===== config.mk =====
export PLATFORM = sky130hd
export DESIGN_NAME = keyed_wdog
export DESIGN_NICKNAME = d
export VERILOG_FILES = /design/src/rtl/keyed_wdog_pkg.sv /design/src/rtl/keyed_wdog_seq.sv /design/src/rtl/keyed_wdog_cnt.sv /design/src/rtl/keyed_wdog_pulse.sv /design/src/rtl/keyed_wdog.sv
export SDC_FILE = /design/constraint.sdc
export NUM_CORES = 1
export LEC_CHECK = 0
export BUFFER_PORTS_ARGS = -buffer_cell sky130_fd_sc_hd__buf_2
export CORE_ASPECT_RATIO = 1.4
export CORE_MARGIN = 2
export CORE_UTILIZATION = 49
export CTS_BUF_LIST = sky130_fd_sc_hd__clkbuf_4 sky130_fd_sc_hd__clkbuf_8
export DETAILED_ROUTE_END_ITERATION = 16
export HOLD_SLACK_MARGIN = 0.06
export PLACE_DENSITY = 0.82
export SYNTH_ARGS = -nofsm -noshare
export SYNTH_HDL_FRONTEND = slang
export SYNTH_SLANG_ARGS = --single-unit

===== constraint.sdc =====
create_clock -name clk -period 2.1 [get_ports clk]
set_clock_uncertainty 0.15 [all_clocks]
set_input_delay 0.21 -clock clk [delete_from_list [all_inputs] [get_ports clk]]
set_output_delay 0.21 -clock clk [all_outputs]
set_load 0.05 [all_outputs]

===== src/rtl/keyed_wdog_pkg.sv =====
package keyed_wdog_pkg;
  localparam logic [7:0] KEY_ARM  = 8'h55;
  localparam logic [7:0] KEY_FIRE = 8'hAA;

  typedef enum logic {
    SEQ_IDLE  = 1'b0,
    SEQ_ARMED = 1'b1
  } seq_state_e;
endpackage


===== src/rtl/keyed_wdog_seq.sv =====
module keyed_wdog_seq
  import keyed_wdog_pkg::*;
(
  input  logic       clk,
  input  logic       rst_n,
  input  logic       en,
  input  logic       clr,
  input  logic       svc_wr,
  input  logic [7:0] svc_data,
  output logic       armed,
  output logic       restart
);
  seq_state_e state_q, state_d;

  always_comb begin
    state_d = state_q;
    restart = 1'b0;
    if (!en || clr) begin
      state_d = SEQ_IDLE;
    end else if (svc_wr) begin
      if (svc_data == KEY_ARM) begin
        state_d = SEQ_ARMED;
      end else if (svc_data == KEY_FIRE && state_q == SEQ_ARMED) begin
        restart = 1'b1;
        state_d = SEQ_IDLE;
      end else begin
        state_d = SEQ_IDLE;
      end
    end
  end

  always_ff @(posedge clk or negedge rst_n) begin
    if (!rst_n) state_q <= SEQ_IDLE;
    else        state_q <= state_d;
  end

  assign armed = (state_q == SEQ_ARMED);

  // an arming byte leaves the sequence armed on the next cycle
  assert_arm_on_key_R3: assert property (@(posedge clk) disable iff (!rst_n)
    (svc_wr && svc_data == KEY_ARM && en && !clr) |=> armed);

  // the completing byte does not arm an idle sequence
  assert_unarmed_fire_R5: assert property (@(posedge clk) disable iff (!rst_n)
    (svc_wr && svc_data == KEY_FIRE && !armed) |=> !armed);

  // a wrong byte while armed disarms it
  assert_wrong_byte_R4: assert property (@(posedge clk) disable iff (!rst_n)
    (svc_wr && armed && svc_data != KEY_ARM && svc_data != KEY_FIRE) |=> !armed);
endmodule


===== src/rtl/keyed_wdog_cnt.sv =====
module keyed_wdog_cnt #(
  parameter int CNT_W = 16
) (
  input  logic             clk,
  input  logic             rst_n,
  input  logic             en,
  input  logic             hold,
  input  logic             restart,
  input  logic [CNT_W-1:0] limit,
  output logic [CNT_W-1:0] cnt,
  output logic             expire
);
  logic [CNT_W-1:0] cnt_q;

  assign expire = en && !hold && !restart && (cnt_q == limit);

  always_ff @(posedge clk or negedge rst_n) begin
    if (!rst_n)                          cnt_q <= '0;
    else if (!en || hold || restart || expire) cnt_q <= '0;
    else                                 cnt_q <= cnt_q + 1'b1;
  end

  assign cnt = cnt_q;

  // disabled watchdog holds a cleared count
  assert_off_clears_R1: assert property (@(posedge clk) disable iff (!rst_n)
    !en |=> cnt == '0);

  // a completed key restarts the count
  assert_restart_clears_R3: assert property (@(posedge clk) disable iff (!rst_n)
    restart |=> cnt == '0);
endmodule


===== src/rtl/keyed_wdog_pulse.sv =====
module keyed_wdog_pulse #(
  parameter int RST_CYCLES = 16
) (
  input  logic clk,
  input  logic rst_n,
  input  logic fire,
  output logic active
);
  localparam int PW = (RST_CYCLES > 1) ? $clog2(RST_CYCLES) : 1;
  localparam logic [PW-1:0] LAST = PW'(RST_CYCLES - 1);

  logic [PW-1:0] pcnt_q;
  logic          act_q;

  always_ff @(posedge clk or negedge rst_n) begin
    if (!rst_n) begin
      act_q  <= 1'b0;
      pcnt_q <= '0;
    end else if (act_q) begin
      if (pcnt_q == LAST) begin
        act_q  <= 1'b0;
        pcnt_q <= '0;
      end else begin
        pcnt_q <= pcnt_q + 1'b1;
      end
    end else if (fire) begin
      act_q  <= 1'b1;
      pcnt_q <= '0;
    end
  end

  assign active = act_q;
endmodule


===== src/rtl/keyed_wdog.sv =====
module keyed_wdog #(
  parameter int          CNT_W      = 16,
  parameter int          ADDR_W     = 4,
  parameter int          RST_CYCLES = 16,
  parameter logic [3:0]  SVC_ADDR   = 4'h0
) (
  input  logic              clk,
  input  logic              rst_n,
  input  logic              wd_en,
  input  logic [CNT_W-1:0]  tmo_limit,
  input  logic              wr_valid,
  output logic              wr_ready,
  input  logic [ADDR_W-1:0] wr_addr,
  input  logic [7:0]        wr_data,
  output logic              rst_req
);
  localparam int HW = $clog2(RST_CYCLES + 1) + 1;

  logic             pulse_on;
  logic             svc_wr;
  logic             armed;
  logic             restart;
  logic             expire;
  logic [CNT_W-1:0] cnt;

  assign wr_ready = !pulse_on;
  assign svc_wr   = wr_valid && wr_ready && (wr_addr == ADDR_W'(SVC_ADDR));

  keyed_wdog_seq u_seq (
    .clk      (clk),
    .rst_n    (rst_n),
    .en       (wd_en),
    .clr      (pulse_on),
    .svc_wr   (svc_wr),
    .svc_data (wr_data),
    .armed    (armed),
    .restart  (restart)
  );

  keyed_wdog_cnt #(.CNT_W(CNT_W)) u_cnt (
    .clk     (clk),
    .rst_n   (rst_n),
    .en      (wd_en),
    .hold    (pulse_on),
    .restart (restart),
    .limit   (tmo_limit),
    .cnt     (cnt),
    .expire  (expire)
  );

  keyed_wdog_pulse #(.RST_CYCLES(RST_CYCLES)) u_pulse (
    .clk    (clk),
    .rst_n  (rst_n),
    .fire   (expire),
    .active (pulse_on)
  );

  assign rst_req = pulse_on;

  // high-time counter used by the pulse length check
  logic [HW-1:0] hi_cnt;
  always_ff @(posedge clk or negedge rst_n) begin
    if (!rst_n)       hi_cnt <= '0;
    else if (rst_req) hi_cnt <= hi_cnt + 1'b1;
    else              hi_cnt <= '0;
  end

  // each request lasts exactly RST_CYCLES clocks
  assert_pulse_len_R7: assert property (@(posedge clk) disable iff (!rst_n)
    $fell(rst_req) |-> hi_cnt == HW'(RST_CYCLES));

  // count and arm state are clean when the request ends
  assert_clean_after_R8: assert property (@(posedge clk) disable iff (!rst_n)
    $fell(rst_req) |-> (cnt == '0 && !armed));

  // a request starts only after the count met the limit
  assert_rise_at_limit_R2: assert property (@(posedge clk) disable iff (!rst_n)
    $rose(rst_req) |-> ($past(cnt) == $past(tmo_limit) && $past(wd_en)));

  // writes offered during the request change no arm state
  assert_no_take_in_pulse_R9: assert property (@(posedge clk) disable iff (!rst_n)
    (rst_req && wr_valid) |=> !armed);
endmodule


Word level (Yosys, flattened, before mapping):

Index checks and enable logic that the tools add are counted.

* add/sub/neg operators: 2
* muxes and demuxes: 14
* eq/ne operators: 4
* reduce and logical (&&, ||, !) cells: 15

Operators with widths (count)
* 16-bit by 1-bit adder with 16-bit output (second input constant): 1
* 16-bit equality test: 1
* 16-bit 2-to-1 mux: 1
* 4-bit 2-to-1 mux: 3
* 1-bit 2-to-1 mux: 10
* 8-bit by 7-bit equality test with 1-bit output (second input constant): 1
* 8-bit equality test (second input constant): 1
* 1-bit logical AND: 6
* 4-bit by 1-bit adder with 4-bit output (second input constant): 1
* 4-bit equality test (second input constant): 1
* 4-bit zero test: 1
* 2-bit nonzero test: 2
* 1-bit zero test: 3
* 1-bit logical OR: 3

* output and inout bits: 2
* input port bits: 32
* register bits: 22
* word-level logic and storage cells: 39

Depth between registers and ports, before layout:

* word-level depth: 11
* mapped depth: 7
* gate-level depth less buffers: 5

Modules after synthesis:

Synthesis repeated with hierarchy kept, for this count alone.

* cells, all modules: 137
* area total of the unflattened synthesis: 1368.8 sq um

By module, submodules not included
* keyed_wdog_cnt: times used 1, cells an instance 99, area an instance 975.9 sq um, seq. area each 400.4 sq um
* keyed_wdog_pulse: times used 1, cells an instance 25, area an instance 252.7 sq um, seq. area each 125.1 sq um
* keyed_wdog_seq: times used 1, cells an instance 10, area an instance 116.4 sq um, seq. area each 25.0 sq um
* keyed_wdog: times used 1, cells an instance 3, area an instance 23.8 sq um, seq. area each 0.0 sq um

Least setup slack after synthesis:

Ideal clock, no wire load.

* kind: reg2reg
* from: register u_pulse.act_q, in the netlist u_pulse.active
* to: register u_cnt.cnt_q[10], in the netlist u_cnt.cnt[10]
* path buffers: 3
* data arrival time: 2098 ps
* stages on the path, launching flop included: 8
* setup slack: -282 ps
* clock period less this slack: 2382 ps
* data required time: 1816 ps
* library setup time: 134 ps
* cell sequence: dfrtp_1 > buf_6 > or4b_4 > o41ai_4 > nand2b_1 > buf_6 > buf_12 > nor3_1

* word-level cells in the longest chain between the ends: 10
* elaborated cells on any way between the ends: 13
* classes of those cells: mux: 3; reduce/logical: 10

RTL lines
* start, declared: RTL line keyed_wdog_pulse.sv:13 `logic act_q;`
* start signal, assigned: RTL line keyed_wdog_pulse.sv:17 `act_q <= 1'b0;`
* start signal, assigned: RTL line keyed_wdog_pulse.sv:21 `act_q <= 1'b0;`
* start signal, assigned: RTL line keyed_wdog_pulse.sv:27 `act_q <= 1'b1;`
* 1-bit zero test: RTL line keyed_wdog_cnt.sv:15, keyed_wdog.sv:26
* 1-bit logical AND (2 in a row): RTL line keyed_wdog.sv:27 `assign svc_wr = wr_valid && wr_ready && (wr_addr == ADDR_W'(SVC_ADDR));`
* 1-bit 2-to-1 mux: RTL line keyed_wdog_seq.sv:20 `end else if (svc_wr) begin`
* 1-bit 2-to-1 mux: RTL line keyed_wdog_seq.sv:18 `if (!en || clr) begin`
* 1-bit zero test: RTL line keyed_wdog_cnt.sv:15 `assign expire = en && !hold && !restart && (cnt_q == limit);`
* 1-bit logical AND (2 in a row): RTL line keyed_wdog_cnt.sv:15
* 1-bit logical OR (*): RTL line keyed_wdog_cnt.sv:19 `else if (!en || hold || restart || expire) cnt_q <= '0;`
* 16-bit 2-to-1 mux (*): RTL line keyed_wdog_cnt.sv:19
* end signal, assigned: RTL line keyed_wdog_cnt.sv:20 `else cnt_q <= cnt_q + 1'b1;`
* end, declared: RTL line keyed_wdog_cnt.sv:13 `logic [CNT_W-1:0] cnt_q;`

Every way passes the cells marked *; elsewhere a longest branch is shown, timed or not.
A chain may end at the register's enable or synchronous reset.

Worst setup path in the final report:

* from: register u_seq.state_q, in the netlist u_seq.armed
* to: register u_cnt.cnt_q[9], in the netlist u_cnt.cnt[9]

* word-level cells in the longest chain between the ends: 10
* elaborated cells on any way between the ends: 11
* classes of those cells: mux: 5; reduce/logical: 6

RTL lines
* start, declared: RTL line keyed_wdog_seq.sv:13 `seq_state_e state_q, state_d;`
* start signal, assigned: RTL line keyed_wdog_seq.sv:34 `else state_q <= state_d;`
* 1-bit logical AND (*): RTL line keyed_wdog_seq.sv:23 `end else if (svc_data == KEY_FIRE && state_q == SEQ_ARMED) begin`
* 1-bit 2-to-1 mux (*): RTL line keyed_wdog_seq.sv:23
* 1-bit 2-to-1 mux (*): RTL line keyed_wdog_seq.sv:21 `if (svc_data == KEY_ARM) begin`
* 1-bit 2-to-1 mux (*): RTL line keyed_wdog_seq.sv:20
* 1-bit 2-to-1 mux (*): RTL line keyed_wdog_seq.sv:18
* 1-bit zero test: RTL line keyed_wdog_cnt.sv:15
* 1-bit logical AND (2 in a row): RTL line keyed_wdog_cnt.sv:15
* 1-bit logical OR (*): RTL line keyed_wdog_cnt.sv:19
* 16-bit 2-to-1 mux (*): RTL line keyed_wdog_cnt.sv:19

Marks and branches as above.

==> results.yml <==
sta:
  tightest_slew_ns: 0.503
  setup_viol: 0
  finalSetupTns_ns: 0
  rsz0062_at_grt: "no"
  hold_viol_final: 0
  post-route-min-period_ns: 2.04
  final.period_utilization_pct: 97.1
  timing.slew.headroom_pct: 66.5
  clock.fmax_mhz: 491
  maxSlewViolCount: 0
floorplan:
  core_area_um2: 2670
  pin_count: 34
  fp.dieH_um: 66.9
  die_area_um2: 3280
  initial_core_util_pct: 51.9
  fp.dieW_um: 49.0
  rows: 22
final_layout:
  drive_gt1_share_pct: 28.7
  area_growth_pct: 19.3
  nets: 213
  final_cells: 214
  final.fill_count: 237
  diodes: 0
route:
  drt-pass1-iter-count: 4
  drtAntennaViolNets: 0
  met2WireLength_mm: 1.42
  wire_per_inst_um: 14.1
  vias_per_cell: 5.60
  drt-total-wl_mm: 3.02
  routedLengthMet1_mm: 1.38
  routed-wl-met3_um: 169
  top_layer: "met4"
  via_count: 1198
  drt_iter0_markers: 49
  route.detailed.drc: 0
clock_network:
  cts.clk_slew.worst_paths_ns: 0.12
  cts_resized: 0
  h-tree-depth: 1
  cts_tree: "built"
  cts-root-buf: "clkbuf_4"
  cts_buffer_depth: 2
  cts.sinks: 22
  cts_buffers: 3
  clock_latency_ns: 0.31
synthesis:
  synth_seq_cells: 22
  synth_area_leaders: "dfrtp_1 (40%), xnor2_1 (13%), nor3_1 (5.1%), xor2_1 (5.1%), nand3_1 (3.6%)"
  synth_top_flop_cell: "dfrtp_1"
  syn-num-nets: 173
  synthesis.area_um2: 1390
  yosysUniqueCellTypes: 38
  synth_most_common_cell: "dfrtp_1"
  synth.top_cell.area_share_pct: 39.7
  netlist_instances: 139
  synth_common_cells: "dfrtp_1 (22), xnor2_1 (20), nor3_1 (14)"
  yosys.area.top_type: "dfrtp_1"
  synth_area_per_cell_um2: 9.97
  synth_edf_count: 0
  synthArstFlopShare_pct: 100
  yosysSeqAreaShare_pct: 39.7
  yosysWarnings: 0
critical_path:
  cp_max_fo: 16
  startpoint_type: "flop"
  setup.worst_path.end_class: "flop"
  crit_type: "flop to flop"
  required_ns: 2.15
  r2r-end: "u_cnt.cnt[9]$_DFF_PN0_"
  timing.rr.start: "u_seq.armed$_DFFE_PN0P_"
  cp.arrival_ns: 2.09
  reg2reg_slack_ns: 0.06
  reg2reg_depth: 4
worst_hold_path:
  hold_class: "primary input to flop"
  hold_end: "u_seq.armed$_DFFE_PN0P_"
  timing.hold.worst.start: "wr_addr[2]"
  hold_depth: 3
pwr:
  p_comb_share_pct: 13.0
  internal-power_w: 0.000567
  pwr-share-seq_pct: 58.4
  powerDensity_nw_per_um2: 450
  switching_share_pct: 23.8
  clkPwrFrac_pct: 28.6
  switching_power_w: 0.000177
  power.leakage_nw: 0.717
  ir_drop_uv: 454
placed_design:
  io_buffers: 33
  place.gp.congestion: 0.793
  hpwl_mm: 2.32
  dp.cells: 206
outcome:
  outcome: "finished, final reports clean"
grt:
  grt_pass1_wl_mm: 5.30
  first_global_vias: 1219
  grt_usage_pct: 21.0
  antenna_found_initial: 0
  grt_max_degree: 23
  grt-ovfl-total: 0
run:
  cap_violations: 0
final cells by class:
| class | instances | area, µm² | area share [%] |
|---|---|---|---|
| tap | 36 | 45.0 | 2.72 |
| timing repair buffer | 42 | 238 | 14.4 |
| sequential | 22 | 552 | 33.4 |
| inverter | 2 | 7.51 | 0.454 |
| clock buffer | 4 | 30.0 | 1.82 |
| multi-input combinational | 108 | 782 | 47.3 |
metrics by stage:
step / area [µm²] / power [W] / utilization (%) / setup slack (ns) / hold slack (ns)
after global placement: 1590 / 0.000532 / 59.5 / 0.0587 / 0.0419
after detailed placement: 1590 / 0.000537 / 59.5 / -0.00270 / 0.0496
after CTS: 1640 / 0.000749 / 61.4 / 0.0548 / 0.105
final: 1650 / 0.000745 / 61.9 / 0.0614 / 0.108
after floorplan: 1400 / 0.000492 / - / -0.0857 / -0.236
after global routing: 1650 / 0.000782 / 61.9 / 0.00321 / 0.117
power by group through the flow:
stage / combinational (W) / clock [W] / sequential, W
2_1_floorplan: 0.0000507 / 0 / 0.000441
3_3_place_gp: 0.0000897 / 0 / 0.000442
3_5_place_dp: 0.0000943 / 0 / 0.000443
4_1_cts: 0.0000974 / 0.000217 / 0.000435
5_1_grt: 0.000107 / 0.000239 / 0.000436
6_report: 0.0000966 / 0.000213 / 0.000435
cells by family after synthesis:
kind of cell	share of synthesized area [%]
AOI/OAI and AO/OA	10.0
xor gates and xnor gates	17.7
buffers and inverters	4.87
and+or+nand+nor	25.2
DFF	39.7
muxes	0.722
adders and majority gates	1.80
worst max path at each step:
stage                              from                 endpoint  slack [ns]  depth (start not counted)
5_1_grt         u_seq.armed$_DFFE_PN0P_   u_cnt.cnt[6]$_DFF_PN0_       0.003                          4
6_report        u_seq.armed$_DFFE_PN0P_   u_cnt.cnt[9]$_DFF_PN0_        0.06                          4
3_3_place_gp                 wr_addr[3]   u_cnt.cnt[8]$_DFF_PN0_        0.06                          5
2_1_floorplan  u_pulse.active$_DFF_PN0_  u_cnt.cnt[10]$_DFF_PN0_       -0.09                          7
4_1_cts         u_seq.armed$_DFFE_PN0P_   u_cnt.cnt[9]$_DFF_PN0_        0.05                          4
3_5_place_dp                 wr_addr[3]   u_cnt.cnt[8]$_DFF_PN0_      -0.003                          5
worst max-delay path, cell delays in order (launching register included):
cell	delay [ns]
dfrtp_1	0.36
or4b_2	0.62
o41ai_4	0.38
nand2b_4	0.31
nor3_1	0.09
placed cells by master (no fill, tap or decap), types with 2 or more instances in the layout:
master         count
buf_2             33
nor4bb_1           2
clkbuf_4           4
o31ai_1            2
buf_4              7
ha_1               2
nor2_1             2
and4_1             2
a21o_1             2
dfrtp_1           21
nand2_1            7
a21oi_1            3
inv_1              2
nand3_1           10
o21ai_0            4
or3_1              2
nor3_1            14
dlygate4sd3_1      2
and3_1             3
a211oi_1           3
xor2_1             8
nand4_1            7
xnor2_1           20
metal layers:
metal,track usage (%),vias to the layer above
met1,26.0,557
li1,-,587
met4,7.50,0
met2,37.7,49
met3,2.24,5
met5,0,-
sequential cells by signal, summed over array words and instances (netlist names):
name and count:
u_seq.armed 1, u_pulse.pcnt_q 4, u_pulse.active 1, u_cnt.cnt 16
repair_timing:
action,in CTS,in global routing
endpoints found under the hold margin,23,0
hold buffers,2,0
endpoints found under the setup margin,0,1
buffers inserted,0,2
Note: power is estimated with default switching activity, not from simulation.
